$ cat src/rtl/rst_seq_pkg.sv
`timescale 1ns/1ps
package rst_seq_pkg;
  typedef enum logic [2:0] {
    SEQ_HOLD     = 3'd0,
    SEQ_RST_CNT  = 3'd1,
    SEQ_RUN      = 3'd2,
    SEQ_STOP     = 3'd3,
    SEQ_WAKE_CNT = 3'd4
  } seq_state_e;

  typedef enum logic [1:0] {
    CAUSE_POR  = 2'b00,
    CAUSE_PIN  = 2'b01,
    CAUSE_WDOG = 2'b10,
    CAUSE_ADDR = 2'b11
  } rst_cause_e;
endpackage

$ cat src/rtl/rst_pin_filter.sv
`timescale 1ns/1ps
// Synchronizes the active-low pin and qualifies a low lasting QUAL_CYC edges.
module rst_pin_filter #(
  parameter int SYNC_STAGES = 2,
  parameter int QUAL_CYC    = 2
) (
  input  logic clk,
  input  logic por_req,
  input  logic pin_n,
  output logic pin_rst
);
  localparam int TOTAL = SYNC_STAGES + QUAL_CYC - 1;

  logic [TOTAL-1:0] chain;

  always_ff @(posedge clk or posedge por_req) begin
    if (por_req) chain <= '1;
    else         chain <= {chain[TOTAL-2:0], pin_n};
  end

  // Qualified when every post-synchronizer tap is low.
  assign pin_rst = ~|chain[TOTAL-1:SYNC_STAGES-1];
endmodule

$ cat src/rtl/rst_stab_counter.sv
`timescale 1ns/1ps
module rst_stab_counter #(
  parameter int LONG_CYC  = 4064,
  parameter int SHORT_CYC = 128
) (
  input  logic clk,
  input  logic por_req,
  input  logic clear,
  input  logic en,
  input  logic short_sel,
  output logic done
);
  localparam int CW = $clog2(LONG_CYC + 1);
  localparam logic [CW-1:0] LONG_LAST  = CW'(LONG_CYC - 1);
  localparam logic [CW-1:0] SHORT_LAST = CW'(SHORT_CYC - 1);

  logic [CW-1:0] cnt;

  always_ff @(posedge clk or posedge por_req) begin
    if (por_req)    cnt <= '0;
    else if (clear) cnt <= '0;
    else if (en)    cnt <= cnt + 1'b1;
  end

  assign done = en && (cnt == (short_sel ? SHORT_LAST : LONG_LAST));
endmodule

$ cat src/rtl/rst_cause_log.sv
`timescale 1ns/1ps
module rst_cause_log
  import rst_seq_pkg::*;
(
  input  logic       clk,
  input  logic       por_req,
  input  logic       src_pin,
  input  logic       src_wdog,
  input  logic       src_addr,
  output rst_cause_e cause
);
  always_ff @(posedge clk or posedge por_req) begin
    if (por_req)       cause <= CAUSE_POR;
    else if (src_pin)  cause <= CAUSE_PIN;
    else if (src_wdog) cause <= CAUSE_WDOG;
    else if (src_addr) cause <= CAUSE_ADDR;
  end
endmodule

$ cat src/rtl/rst_seq.sv
`timescale 1ns/1ps
module rst_seq
  import rst_seq_pkg::*;
#(
  parameter int LONG_CYC    = 4064,
  parameter int SHORT_CYC   = 128,
  parameter int SYNC_STAGES = 2
) (
  input  logic       clk,
  input  logic       por_req,
  input  logic       ext_rst_n,
  input  logic       wdog_to,
  input  logic       bad_addr,
  input  logic       short_delay,
  input  logic       stop_req,
  input  logic       wake,
  output logic       core_rst,
  output logic       run_en,
  output logic [1:0] rst_cause
);
  seq_state_e state, state_nx;
  logic       src_pin, any_src, counting, cnt_done;
  rst_cause_e cause;

  rst_pin_filter #(.SYNC_STAGES(SYNC_STAGES), .QUAL_CYC(2)) u_pin (
    .clk(clk), .por_req(por_req), .pin_n(ext_rst_n), .pin_rst(src_pin)
  );

  assign any_src  = src_pin | wdog_to | bad_addr;
  assign counting = (state == SEQ_RST_CNT) || (state == SEQ_WAKE_CNT);

  rst_stab_counter #(.LONG_CYC(LONG_CYC), .SHORT_CYC(SHORT_CYC)) u_cnt (
    .clk(clk), .por_req(por_req),
    .clear(any_src || !counting), .en(counting && !any_src),
    .short_sel(short_delay), .done(cnt_done)
  );

  rst_cause_log u_cause (
    .clk(clk), .por_req(por_req), .src_pin(src_pin),
    .src_wdog(wdog_to), .src_addr(bad_addr), .cause(cause)
  );

  always_comb begin
    state_nx = state;
    if (any_src) state_nx = SEQ_HOLD;
    else begin
      unique case (state)
        SEQ_HOLD:     state_nx = SEQ_RST_CNT;
        SEQ_RST_CNT:  if (cnt_done) state_nx = SEQ_RUN;
        SEQ_RUN:      if (stop_req) state_nx = SEQ_STOP;
        SEQ_STOP:     if (wake)     state_nx = SEQ_WAKE_CNT;
        SEQ_WAKE_CNT: if (cnt_done) state_nx = SEQ_RUN;
        default:      state_nx = SEQ_HOLD;
      endcase
    end
  end

  always_ff @(posedge clk or posedge por_req) begin
    if (por_req) state <= SEQ_HOLD;
    else         state <= state_nx;
  end

  assign core_rst  = (state == SEQ_HOLD) || (state == SEQ_RST_CNT);
  assign run_en    = (state == SEQ_RUN);
  assign rst_cause = cause;
endmodule

$ cat config.mk
export PLATFORM = sky130hd
export DESIGN_NAME = rst_seq
export DESIGN_NICKNAME = d
export VERILOG_FILES = /design/src/rtl/rst_seq_pkg.sv /design/src/rtl/rst_pin_filter.sv /design/src/rtl/rst_stab_counter.sv /design/src/rtl/rst_cause_log.sv /design/src/rtl/rst_seq.sv
export SDC_FILE = /design/constraint.sdc
export NUM_CORES = 1
export LEC_CHECK = 0
export ABC_AREA = 1
export BUFFER_PORTS_ARGS = -buffer_cell sky130_fd_sc_hd__buf_4
export CAP_MARGIN = 20
export CELL_PAD_IN_SITES_DETAIL_PLACEMENT = 2
export CELL_PAD_IN_SITES_GLOBAL_PLACEMENT = 2
export CORE_MARGIN = 1.5
export CORE_UTILIZATION = 29
export CTS_CLUSTER_SIZE = 24
export DETAILED_ROUTE_END_ITERATION = 10
export GPL_ROUTABILITY_DRIVEN = 0
export PLACE_DENSITY = 0.72
export SLEW_MARGIN = 10
export SYNTH_ARGS = -nofsm -noshare
export SYNTH_HDL_FRONTEND = slang
export SYNTH_HIERARCHICAL = 1
export SYNTH_SLANG_ARGS = --single-unit
$ cat constraint.sdc
create_clock -name clk -period 1.6 [get_ports clk]
set_input_delay 0.16 -clock clk [delete_from_list [all_inputs] [get_ports clk]]
set_output_delay 0.16 -clock clk [all_outputs]
set_load 0.02 [all_outputs]
# After elaboration in Yosys (flattened, before gate mapping)
# Cells that the tools add are included.
# op_classes
n_addsub	1
n_eq_ne	9
n_mux	11
bitwise	2
n_reduce_logical	13
# ops
operator	n
12-bit two-way mux	3
12-bit by 1-bit adder with 12-bit output (second input constant)	1
12-bit equality test	1
3-bit two-way mux	4
3-bit one-hot mux with 4 select lines	1
3-bit by 2-bit equality test with 1-bit output (second input constant)	2
2-bit two-way mux	3
3-bit inequality test (second input constant)	2
2-bit OR reduction	2
3-bit by 1-bit equality test with 1-bit output (second input constant)	1
3-bit equality test (second input constant)	1
1-bit zero test	3
3-bit zero test	1
1-bit logical OR	3
3-bit by 1-bit inequality test with 1-bit output (second input constant)	1
3-bit by 2-bit inequality test with 1-bit output (second input constant)	1
3-bit AND reduction	1
1-bit logical AND	2
1-bit bitwise OR	2
2-bit nonzero test	1
# word_totals
reg_bits	20
input_bits	8
output_inout_bits	4
elab_cells	40

# Depth between registers and ports, before layout
# Gate-level depths: netlist of run 1.
# depth
ltp_word	10
ltp_mapped	13
ltp_nobuf	13

# Modules after synthesis
# Netlist of run 1, hierarchy kept.
# by_module_without_submodules
module	n_inst	cells_each	area_each_um2
rst_stab_counter	1	108	739.5
rst_seq	1	41	256.5
rst_pin_filter	1	5	86.3
rst_cause_log	1	8	77.6

# Least setup slack after synthesis of run 1
# Ideal clock, no wire load.
# synth_timing
path_kind	reg-to-reg
from	register u_pin.chain[1]
to	register state[0]
t_arrival_ns	1.573
setup_slack_ns	-0.090
path_stages_with_launch	14
path_buffers	0
synth_period_minus_slack_ns	1.690
cell_sequence	dfstp_2 > nor2_1 > inv_1 > nand2_2 > nor2_4 > nand4_1 > nor2_1 > o21ai_0 > nor2_1 > inv_1 > nand2_4 > nand2_2 > nand2_1 > nand2_1
# synth_between
elab_chain_len	9
word_cells_on_any_way	12
cone_classes	3 x eq/ne; 1 x mux; 2 x bitwise; 6 x reduce/logical
# synth_lines
element	line	rtl
start: declaration	rst_pin_filter.sv:14	logic [TOTAL-1:0] chain;
start signal: assignment	rst_pin_filter.sv:18	else chain <= {chain[TOTAL-2:0], pin_n};
2-bit OR reduction	rst_pin_filter.sv:22	assign pin_rst = ~|chain[TOTAL-1:SYNC_STAGES-1];
1-bit zero test	rst_pin_filter.sv:22	
via src_pin	rst_seq.sv:22	logic src_pin, any_src, counting, cnt_done;
1-bit bitwise OR (2 in a row)	rst_seq.sv:29	assign any_src = src_pin | wdog_to | bad_addr;
1-bit zero test	rst_seq.sv:34	.clear(any_src || !counting), .en(counting && !any_src),
1-bit logical AND	rst_seq.sv:34	
1-bit logical AND	rst_stab_counter.sv:25	assign done = en && (cnt == (short_sel ? SHORT_LAST : LONG_LAST));
via cnt_done	rst_seq.sv:22	
3-bit by 1-bit inequality test with 1-bit output (no line)	--	
3-bit AND reduction (no line)	--	
end signal: assignment	rst_seq.sv:60	else state <= state_nx;
end: declaration	rst_seq.sv:21	seq_state_e state, state_nx;
# The timed path passes the listed nets, and every way through them passes these cells.
# A chain may end at the register's enable or synchronous reset.

# Worst setup path after layout of run 1
# layout_timing
from	register u_pin.chain[1]
to	register u_cnt.cnt[10]
# layout_between
elab_chain_len	7
word_cells_on_any_way	9
cone_classes	1 x mux; 2 x bitwise; 6 x reduce/logical
# layout_lines
element	line	rtl
2-bit OR reduction *	rst_pin_filter.sv:22	
1-bit zero test *	rst_pin_filter.sv:22	
via src_pin	rst_seq.sv:22	
1-bit bitwise OR * (2 in a row)	rst_seq.sv:29	
1-bit zero test	rst_seq.sv:34	
1-bit logical AND	rst_seq.sv:34	
2-bit nonzero test (no line)	--	
end signal: assignment	rst_stab_counter.sv:22	else if (en) cnt <= cnt + 1'b1;
end: declaration	rst_stab_counter.sv:17	logic [CW-1:0] cnt;
# Mark *: on every way through the listed nets, which the timed path passes. The rest lies on a longest branch.

==> flow_summary.toml, run 1 <==
[outcome]
status = "complete, but fails checks"
failed_checks = "negative setup slack"

[route]
viasPerCell = 4.680
dr.pass1.iters = 3
vias = 1156
wl_per_cell_um = 14.86
antenna_left = 0
wirelength_um = 3671
drc = 0
drtIter0Drc = 13

[clocking]
clock_path_buffers = 2
path_clk_slew_ps = 80
htree_levels = 1
worstSkewPairLatency_ps = 270
cts_root_buf = "clkbuf_8"
cts_sinks = 20
cts_tree = "done"
numCtsBuffers = 3

[die]
ios = 12
die_h_um = 66.24
initial_core_util_pct = 30.98
rows = 22
die_width_um = 66.24
core_um2 = 3744
dieArea_um2 = 4388

[pwr]
total_leakage_power_nw = 0.7594
powerDensity_nw_per_um2 = 722.3
ir_worst_vdd_mv = 0.2328
total_power_w = 0.001160

[timing]
fin_crit_ps = 1712
finalSetupViolCount = 15
skew_ps = 7.008
worstMarginPinSlew_ps = 504.4
period_share_pct = 107.0
report.final.hold_viol_count = 0
slew_headroom_pct = 66.34
grt_setup_unrepaired = "true"
hold_slack_ps = 94.98
setup_ws_ps = -112.2
drv_slew = 0
fmax_mhz = 584.0

[setup_path]
worstPathCellList = "nor2_2 -> inv_2 -> nand2_4 -> nor2_4 -> buf_4 -> inv_1 -> nor2_4 -> nor2_2 -> nand3_1 -> nand2_1 -> nand2_1 -> nand2_1 -> inv_1"
r2r.worst_path.cells = 13
timing.rr.end = "u_cnt/cnt[10]$_DFFE_PP0P_"
crit_path_end_kind = "flip-flop"
max_stage_delay_ps = 550
crit_slowest_cell = "dfstp_2"
rr_startpoint = "u_pin/chain[1]$_DFF_PP1_"
critPathMostFrequentCell = "nand2_1"
crit_type = "reg -> reg"
worstPathArrival_ps = 1920
r2r_slack_ps = -110
required_ps = 1810
crit_family = "simple AND/OR/NAND/NOR gates"
path_buf_inv = 4
worstPathMaxFanout = 5
start_kind = "flip-flop"

[synthesis]
netlist.area_leader.share_pct = 36.68
syn-cell-area_um2 = 1160
syn-num-nets = 171
async_flop_share_pct = 100.0
yosysMostFrequentCell = "nand2_1"
syn_inst = 162
yosys_warnings = 6
yosys_most_used_dff = "dfrtp_1"
yosysSeqAreaShare_pct = 43.47
synth.avg_cell_area_um2 = 7.160
synth_area_leaders = "dfrtp_1, nand2_1, nor2_1"
ys_types = 20
yosys.area.top_type = "dfrtp_1"
synth.top_cells.by_count = "nand2_1, nor2_1, inv_1"
ys_seq_elements = 20
synth_edf_count = 0

[cells_and_area]
area_growth_pct = 38.51
post-route-cell-area_um2 = 1607
layout.nets = 209
antenna_cells = 0
drive_above_1_share_pct = 34.67

[placement]
portBuffers = 11
dpl-instance-area_um2 = 1398
dp_hpwl_um = 2676

[grt]
grt_max_degree = 13
grt_pass1_vias = 1382
grt_first_pass_wirelength_um = 6161
antenna_found_initial = 0
overflow = 0
track_usage_pct = 18.73

[hold_path]
holdPathStages = 2
hold_path.class = "in -> reg"
whs_endpoint = "u_cause/cause[0]$_DFFE_PP0P_"
hold_start = "wdog_to"

[job]
max-cap-violations = 0
## per-layer routing
layer	track usage, %	up-vias	wire, µm
li1	-	573	-
met1	18.59	560	1438
met2	38.38	17	2082
met3	2.726	6	83
met4	6.378	0	66
met5	0	-	0
## how the worst max path moves through the flow
stage                                end  cells past startpoint  slack, ps                     start
2_1_floorplan       state[0]$_DFFE_PP0P_                     13        -40  u_pin/chain[1]$_DFF_PP1_
3_3_place_gp        state[2]$_DFFE_PP0P_                     13        -70  u_pin/chain[1]$_DFF_PP1_
3_5_place_dp        state[2]$_DFFE_PP0P_                     13       -150  u_pin/chain[1]$_DFF_PP1_
4_1_cts             state[2]$_DFFE_PP0P_                     13       -160  u_pin/chain[1]$_DFF_PP1_
5_1_grt             state[0]$_DFFE_PP0P_                     13       -290  u_pin/chain[1]$_DFF_PP1_
6_report       u_cnt/cnt[10]$_DFFE_PP0P_                     13       -110  u_pin/chain[1]$_DFF_PP1_
## cell type report
type	count	area [µm²]
fillers	434	2137
multi-input cells	113	600.6
flip-flops and latches	20	505.5
repair buffers	34	264.0
inverters	28	105.1
well taps	48	60.06
clock buffers	3	41.29
clock inverters	1	30.03
## sequential cells by signal, indices dropped and copies added (netlist names)
register and count:
u_pin/chain 3, state 3, u_cause/cause 2, u_cnt/cnt 12
## report_power, final
group	switching [W]	internal [W]	total [W]
Sequential	0.00000885	0.000520	0.000528
Combinational	0.0000607	0.0000530	0.000114
Clock	0.000184	0.000334	0.000518
Total	0.000254	0.000907	0.00116
## cell families after synthesis
| group | Yosys count | synth area share [%] |
|---|---|---|
| compound gates | 14 | 6.473 |
| simple gates | 98 | 39.48 |
| buf+inv | 29 | 9.493 |
| fa+ha+maj | 1 | 1.079 |
| flops | 20 | 43.47 |
## worst register-to-register path: stages (launching register included)
cell and delay (ps):
dfstp_2 550, nor2_2 50, inv_2 70, nand2_4 50
nor2_4 110, buf_4 140, inv_1 70, nor2_4 220
nor2_2 80, nand3_1 80, nand2_1 80, nand2_1 70
nand2_1 50, inv_1 40
## timing repair
item	CTS	global route
buffers inserted	5	3
setup endpoints to repair	13	15
pin swaps	7	7
gates resized for setup	9	13
hold buffers	2	0
hold endpoints to repair	21	0
## layout by cell type, fill, tap and decap left out
cell type,count
inv_1,24
dfrtp_2,1
inv_2,4
nor3_1,1
nand2_4,3
dlygate4sd3_1,2
dfstp_2,3
nor2_1,26
nor2_2,5
buf_6,1
nand3_2,3
buf_4,31
nand3_1,14
nor2_4,5
o21ai_0,1
clkbuf_8,3
a21oi_1,4
a21boi_1,1
dfrtp_1,16
bufinv_16,1
nand2_2,5
o21bai_1,1
nand2_1,33
o21ai_1,3
ha_1,1
nand4_1,3
a21oi_2,4
## per-stage QoR
stage                     setup TNS, ps  std cells  worst slack, ps  utilization, %
final                             -1038        247           -112.2           42.91
after global routing              -3101        247           -287.8           42.91
after CTS                         -1484        244           -163.4           41.34
after detailed placement         -754.0        233           -146.1           37.33
after global placement           -225.9        233           -72.87           37.33
after floorplan                  -76.50        162           -38.28               -
Power figures use the tool's default switching activity.
==> run 2, diff against run 1 <==
Settings changed: CELL_PAD_IN_SITES_DETAIL_PLACEMENT 2 to 0, CORE_UTILIZATION 29 to 31, CTS_BUF_LIST set to sky130_fd_sc_hd__clkbuf_4 sky130_fd_sc_hd__clkbuf_8, PLACE_DENSITY 0.72 to 0.76.
==> flow_summary.toml, run 2 (synthesis gave the netlist of run 1 again) <==
[timing]
grt_setup_unrepaired = "true"
drv_slew = 0
worstMarginPinSlew_ps = 489.7
period_share_pct = 105.5
finalSetupViolCount = 8
slew_headroom_pct = 67.32
fin_crit_ps = 1689
skew_ps = 5.382
report.final.hold_viol_count = 0
setup_ws_ps = -88.59
fmax_mhz = 592.2
hold_slack_ps = 96.60

[grt]
grt_pass1_vias = 982
track_usage_pct = 13.79
grt_use_met2_pct = 24.48
grt_max_degree = 13
overflow = 0
busiest_layer = "met2"
antenna_found_initial = 0
grt_first_pass_wirelength_um = 4436
met1_usage_pct = 16.89
use_met3_pct = 3.697

[cells_and_area]
fillers = 391
mostFrequentLayoutCell = "nand2_1"
post-route-cell-area_um2 = 1580
area_growth_pct = 36.25
seq_area_um2 = 504.2
layout_common_cells = "nand2_1, buf_4, nor2_1"
drive_above_1_share_pct = 30.00
largest_reg_flops = 12
antenna_cells = 0
multi_input_area_um2 = 580.6
layout.nets = 210
reg_top3 = "u_cnt/cnt x12, state x3, u_pin/chain x3"
top_register = "u_cnt/cnt"

[setup_path]
required_ps = 1800
crit_start = "u_pin/chain[1]$_DFF_PP1_"
r2r_slack_ps = -90
r2r.worst_path.cells = 12
worst-path-stages = 12
worstPathArrival_ps = 1890
crit_end = "u_cnt/cnt[11]$_DFFE_PP0P_"
worstPathCellList = "nor2_4 -> inv_2 -> nand2_4 -> nor2_4 -> buf_6 -> nor2_4 -> buf_6 -> nor2_4 -> nand3_2 -> nand2_1 -> nand2_1 -> nor2_1"
max_stage_delay_ps = 560
crit_slowest_cell = "dfstp_2"
path_buf_inv = 3
crit_family = "simple AND/OR/NAND/NOR gates"
critPathMostFrequentCell = "nor2_4"
crit_type = "reg -> reg"
start_kind = "flip-flop"
timing.rr.end = "u_cnt/cnt[11]$_DFFE_PP0P_"
worstPathMaxFanout = 7
crit_path_end_kind = "flip-flop"
rr_startpoint = "u_pin/chain[1]$_DFF_PP1_"

[route]
drc = 0
vias = 1080
wl_per_cell_um = 10.71
wirelength_um = 2656
dr.pass1.iters = 4
antenna_left = 0
viasPerCell = 4.355
drtIter0Drc = 30

[placement]
dpl-instance-area_um2 = 1383
dp_hpwl_um = 1970
portBuffers = 11
place_ws_ps = -83.03

[clocking]
numCtsBuffers = 3
clock_path_buffers = 2
cts_tree = "done"
htree_levels = 1
path_clk_slew_ps = 80
cts_sinks = 20
worstSkewPairLatency_ps = 260
cts_root_buf = "clkbuf_8"

[pwr]
internal_power_w = 0.0007902
seqPwrFrac_pct = 51.5
total_leakage_power_nw = 0.7582
p_sw_w = 0.0002365
powerDensity_nw_per_um2 = 649.7
pwr-share-comb_pct = 10.3
clkPwrFrac_pct = 38.2
p_sw_share_pct = 23.03
ir_worst_vdd_mv = 0.4332

[die]
core_um2 = 3633
ios = 12
initial_core_util_pct = 31.92
rows = 22
die_width_um = 64.17
dieArea_um2 = 4117
die_h_um = 64.17

[hold_path]
hold_path.class = "in -> reg"

[outcome]
failed_checks = "negative setup slack"
status = "complete, but fails checks"

[job]
max-cap-violations = 0
run 2: changes by cell type in the layout (fill, tap and decap cells not counted), sizes merged:
| cell | delta |
|---|---|
| buf | +1 |
| clkbuf | +1 |
| bufinv | -1 |
run 2: worst min-delay path by stage:
| stage | start | to | cells after the start |
|---|---|---|---|
| 4_1_cts | ext_rst_n | u_pin/chain[0]$_DFF_PP1_ | 1 |
| 3_3_place_gp | por_req | u_cause/cause[1]$_DFFE_PP0P_ | 2 |
| 3_5_place_dp | por_req | u_cause/cause[1]$_DFFE_PP0P_ | 2 |
| 5_1_grt | wdog_to | u_cause/cause[0]$_DFFE_PP0P_ | 2 |
| 6_report | wdog_to | u_cause/cause[0]$_DFFE_PP0P_ | 2 |
| 2_1_floorplan | por_req | u_cause/cause[0]$_DFFE_PP0P_ | 1 |
run 2: metrics by stage:
stage               power [W]  cells  util [%]  TNS (ps)
floorplan           0.0005830    162         -    -76.50
global placement    0.0006273    231     38.05    -146.5
detailed placement  0.0006286    231     38.05    -424.0
CTS                  0.001034    238     40.67    -253.9
global route         0.001079    248     43.49     -1612
finish               0.001027    248     43.49    -318.7
run 2: per-layer routing:
| metal | share of wire (%) | up-vias | wire length, µm |
|---|---|---|---|
| met5 | 0 | - | 0 |
| met4 | 0.23 | 0 | 6 |
| met3 | 4.2 | 2 | 112 |
| met2 | 49 | 17 | 1303 |
| met1 | 46 | 488 | 1234 |
| li1 | - | 573 | - |
run 2: worst register-to-register path, delay by kind of cell (launching register included):
kind / cells / cell delay [ps]
simple gates: 9 / 760
flops: 1 / 560
buf+inv: 3 / 300
run 2: what timing repair did:
action	CTS	global route
setup buffers	2	9
pin swaps	6	9
resized for setup	5	7
endpoints found under the hold margin	20	1
hold buffers	1	1
setup endpoints to repair	12	13
run 2: power by group through the flow:
| stage | clock [W] | sequential, W | combinational [W] |
|---|---|---|---|
| after floorplan | 0 | 0.000541 | 0.0000416 |
| after global placement | 0 | 0.000537 | 0.0000907 |
| after detailed placement | 0 | 0.000537 | 0.0000915 |
| after CTS | 0.000409 | 0.000529 | 0.0000965 |
| after global routing | 0.000430 | 0.000530 | 0.000118 |
| final | 0.000393 | 0.000528 | 0.000106 |
run 2: cell type report:
type,count,share of cell area (%)
clock buffers,4,3.484
inverters,28,6.651
flip-flops and latches,20,31.91
repair buffers,35,17.42
well taps,48,3.800
multi-input cells,113,36.74
==> run 3, diff against run 2 <==
Settings changed: CELL_PAD_IN_SITES_DETAIL_PLACEMENT 0 to 1, CELL_PAD_IN_SITES_GLOBAL_PLACEMENT 2 to 1, CORE_UTILIZATION 31 to 35, HOLD_SLACK_MARGIN set to 0.12, PLACE_DENSITY 0.76 to 0.69.
==> flow_summary.toml, run 3 (synthesis gave the netlist of run 1 again) <==
[die]
initial_core_util_pct = 37.38
core_um2 = 3103
die_h_um = 60.57
ios = 12
die_width_um = 60.57
rows = 20
dieArea_um2 = 3668

[hold_path]
hold_path.class = "in -> reg"

[setup_path]
critPathMostFrequentCell = "nor2_4"
max_stage_delay_ps = 570
worstPathMaxFanout = 7
crit_slowest_cell = "dfstp_2"
crit_path_end_kind = "flip-flop"
crit_type = "reg -> reg"
start_kind = "flip-flop"
required_ps = 1820
worstPathArrival_ps = 1940
worstPathCellList = "nor2_4 -> inv_2 -> nand2_4 -> nor2_4 -> buf_4 -> buf_4 -> nor2_4 -> nor2_4 -> nand3_2 -> nor2_1 -> nor2_1"

[timing]
slew_headroom_pct = 65.72
skew_ps = 2.913
setup_ws_ps = -121.5
worstMarginPinSlew_ps = 513.7
fin_crit_ps = 1722
report.final.hold_viol_count = 0
drv_slew = 0
finalSetupViolCount = 14
fin_setup_tns_ps = -786.3
period_share_pct = 107.6
fmax_mhz = 580.9
grt_setup_unrepaired = "true"

[cells_and_area]
layout.nets = 207
seq_area_um2 = 504.2
top_register = "u_cnt/cnt"
antenna_cells = 0
area_growth_pct = 34.52
fillers = 432
reg_top3 = "u_cnt/cnt x12, state x3, u_pin/chain x3"
largest_reg_flops = 12
layout_common_cells = "nand2_1, nor2_1, buf_4"
mostFrequentLayoutCell = "nand2_1"
multi_input_area_um2 = 590.6
drive_above_1_share_pct = 29.95

[pwr]
clkPwrFrac_pct = 32.4
total_leakage_power_nw = 0.7316
total_power_w = 0.0009563
internal_power_w = 0.0007161
seqPwrFrac_pct = 55.4
pwr-share-comb_pct = 12.2
p_sw_w = 0.0002402
powerDensity_nw_per_um2 = 612.9
ir_worst_vdd_mv = 0.3568
p_sw_share_pct = 25.11

[clocking]
numCtsBuffers = 3
cts_sinks = 20
cts_tree = "done"
cts_root_buf = "clkbuf_4"
htree_levels = 1
clock_path_buffers = 2
worstSkewPairLatency_ps = 320
path_clk_slew_ps = 120

[grt]
track_usage_pct = 19.58
grt_first_pass_wirelength_um = 5216
grt_max_degree = 13
antenna_found_initial = 0
grt_pass1_vias = 1237
overflow = 0

[job]
max-cap-violations = 0

[route]
vias = 1158
viasPerCell = 4.805
wirelength_um = 3226
dr.pass1.iters = 4
drtIter0Drc = 15
wl_per_cell_um = 13.39
antenna_left = 0
drc = 0

[outcome]
status = "complete, but fails checks"
failed_checks = "negative setup slack"

[placement]
portBuffers = 11
dp_hpwl_um = 2233
run 3: power by group through the flow:
stage                     clock network [W]  registers, W  logic [W]
after detailed placement                  0      0.000538  0.0000910
after CTS                          0.000319      0.000530   0.000111
after floorplan                           0      0.000541  0.0000416
after global placement                    0      0.000537  0.0000876
after global routing               0.000329      0.000531   0.000131
final                              0.000310      0.000529   0.000117
run 3: through the flow:
| step | instances | hold WS [ps] | cell area, µm² | utilization [%] | worst slack (ps) |
|---|---|---|---|---|---|
| finish | 241 | 147.3 | 1560 | 50.28 | -121.5 |
| global route | 241 | 184.2 | 1560 | 50.28 | -210.8 |
| CTS | 239 | 148.4 | 1519 | 48.95 | -98.70 |
| detailed placement | 223 | 45.59 | 1360 | 43.83 | -132.4 |
| global placement | 223 | 42.69 | 1360 | 43.83 | -17.83 |
| floorplan | 162 | -98.82 | 1162 | - | -38.28 |
run 3: final timing paths:
| path | start | cells after the start | slack [ps] | end |
|---|---|---|---|---|
| max | u_pin/chain[1]$_DFF_PP1_ | 11 | -120 | u_cnt/cnt[11]$_DFFE_PP0P_ |
| min | bad_addr | 3 | 150 | u_cause/cause[0]$_DFFE_PP0P_ |
| max reg2reg | u_pin/chain[1]$_DFF_PP1_ | 11 | -120 | u_cnt/cnt[11]$_DFFE_PP0P_ |
| min reg2reg | u_pin/chain[0]$_DFF_PP1_ | 0 | 370 | u_pin/chain[1]$_DFF_PP1_ |
| max in group asynchronous | por_req | 3 | 810 | u_cnt/cnt[4]$_DFFE_PP0P_ |
| min in group asynchronous | por_req | 3 | 260 | u_cause/cause[0]$_DFFE_PP0P_ |
run 3: what timing repair did:
action                                  4_1_cts  5_1_grt
buffers inserted                              8        2
resized for setup                             9        9
pin swaps                                     7        7
endpoints found under the setup margin       10       15
hold endpoints to repair                     23        0
hold buffers                                  4        0
run 3: critical path: cells and delay by family, from the launching register on:
family	cells	cell delay [ps]
buf+inv	3	310
flops	1	570
simple gates	8	750
run 3: routing by layer:
layer  routed length, µm  up-vias  track usage [%]
met4                  51        0            10.87
met2                1831       14            38.56
met5                   0        -                0
met1                1268      571            19.44
li1                    -      568                -
met3                  74        5            2.345
run 3: final cells by class:
cell class,count,share of cell area [%]
flip-flops and latches,20,32.32
repair buffers,32,17.08
well taps,44,3.528
multi-input cells,113,37.85
clock buffers,4,2.326
inverters,28,6.897
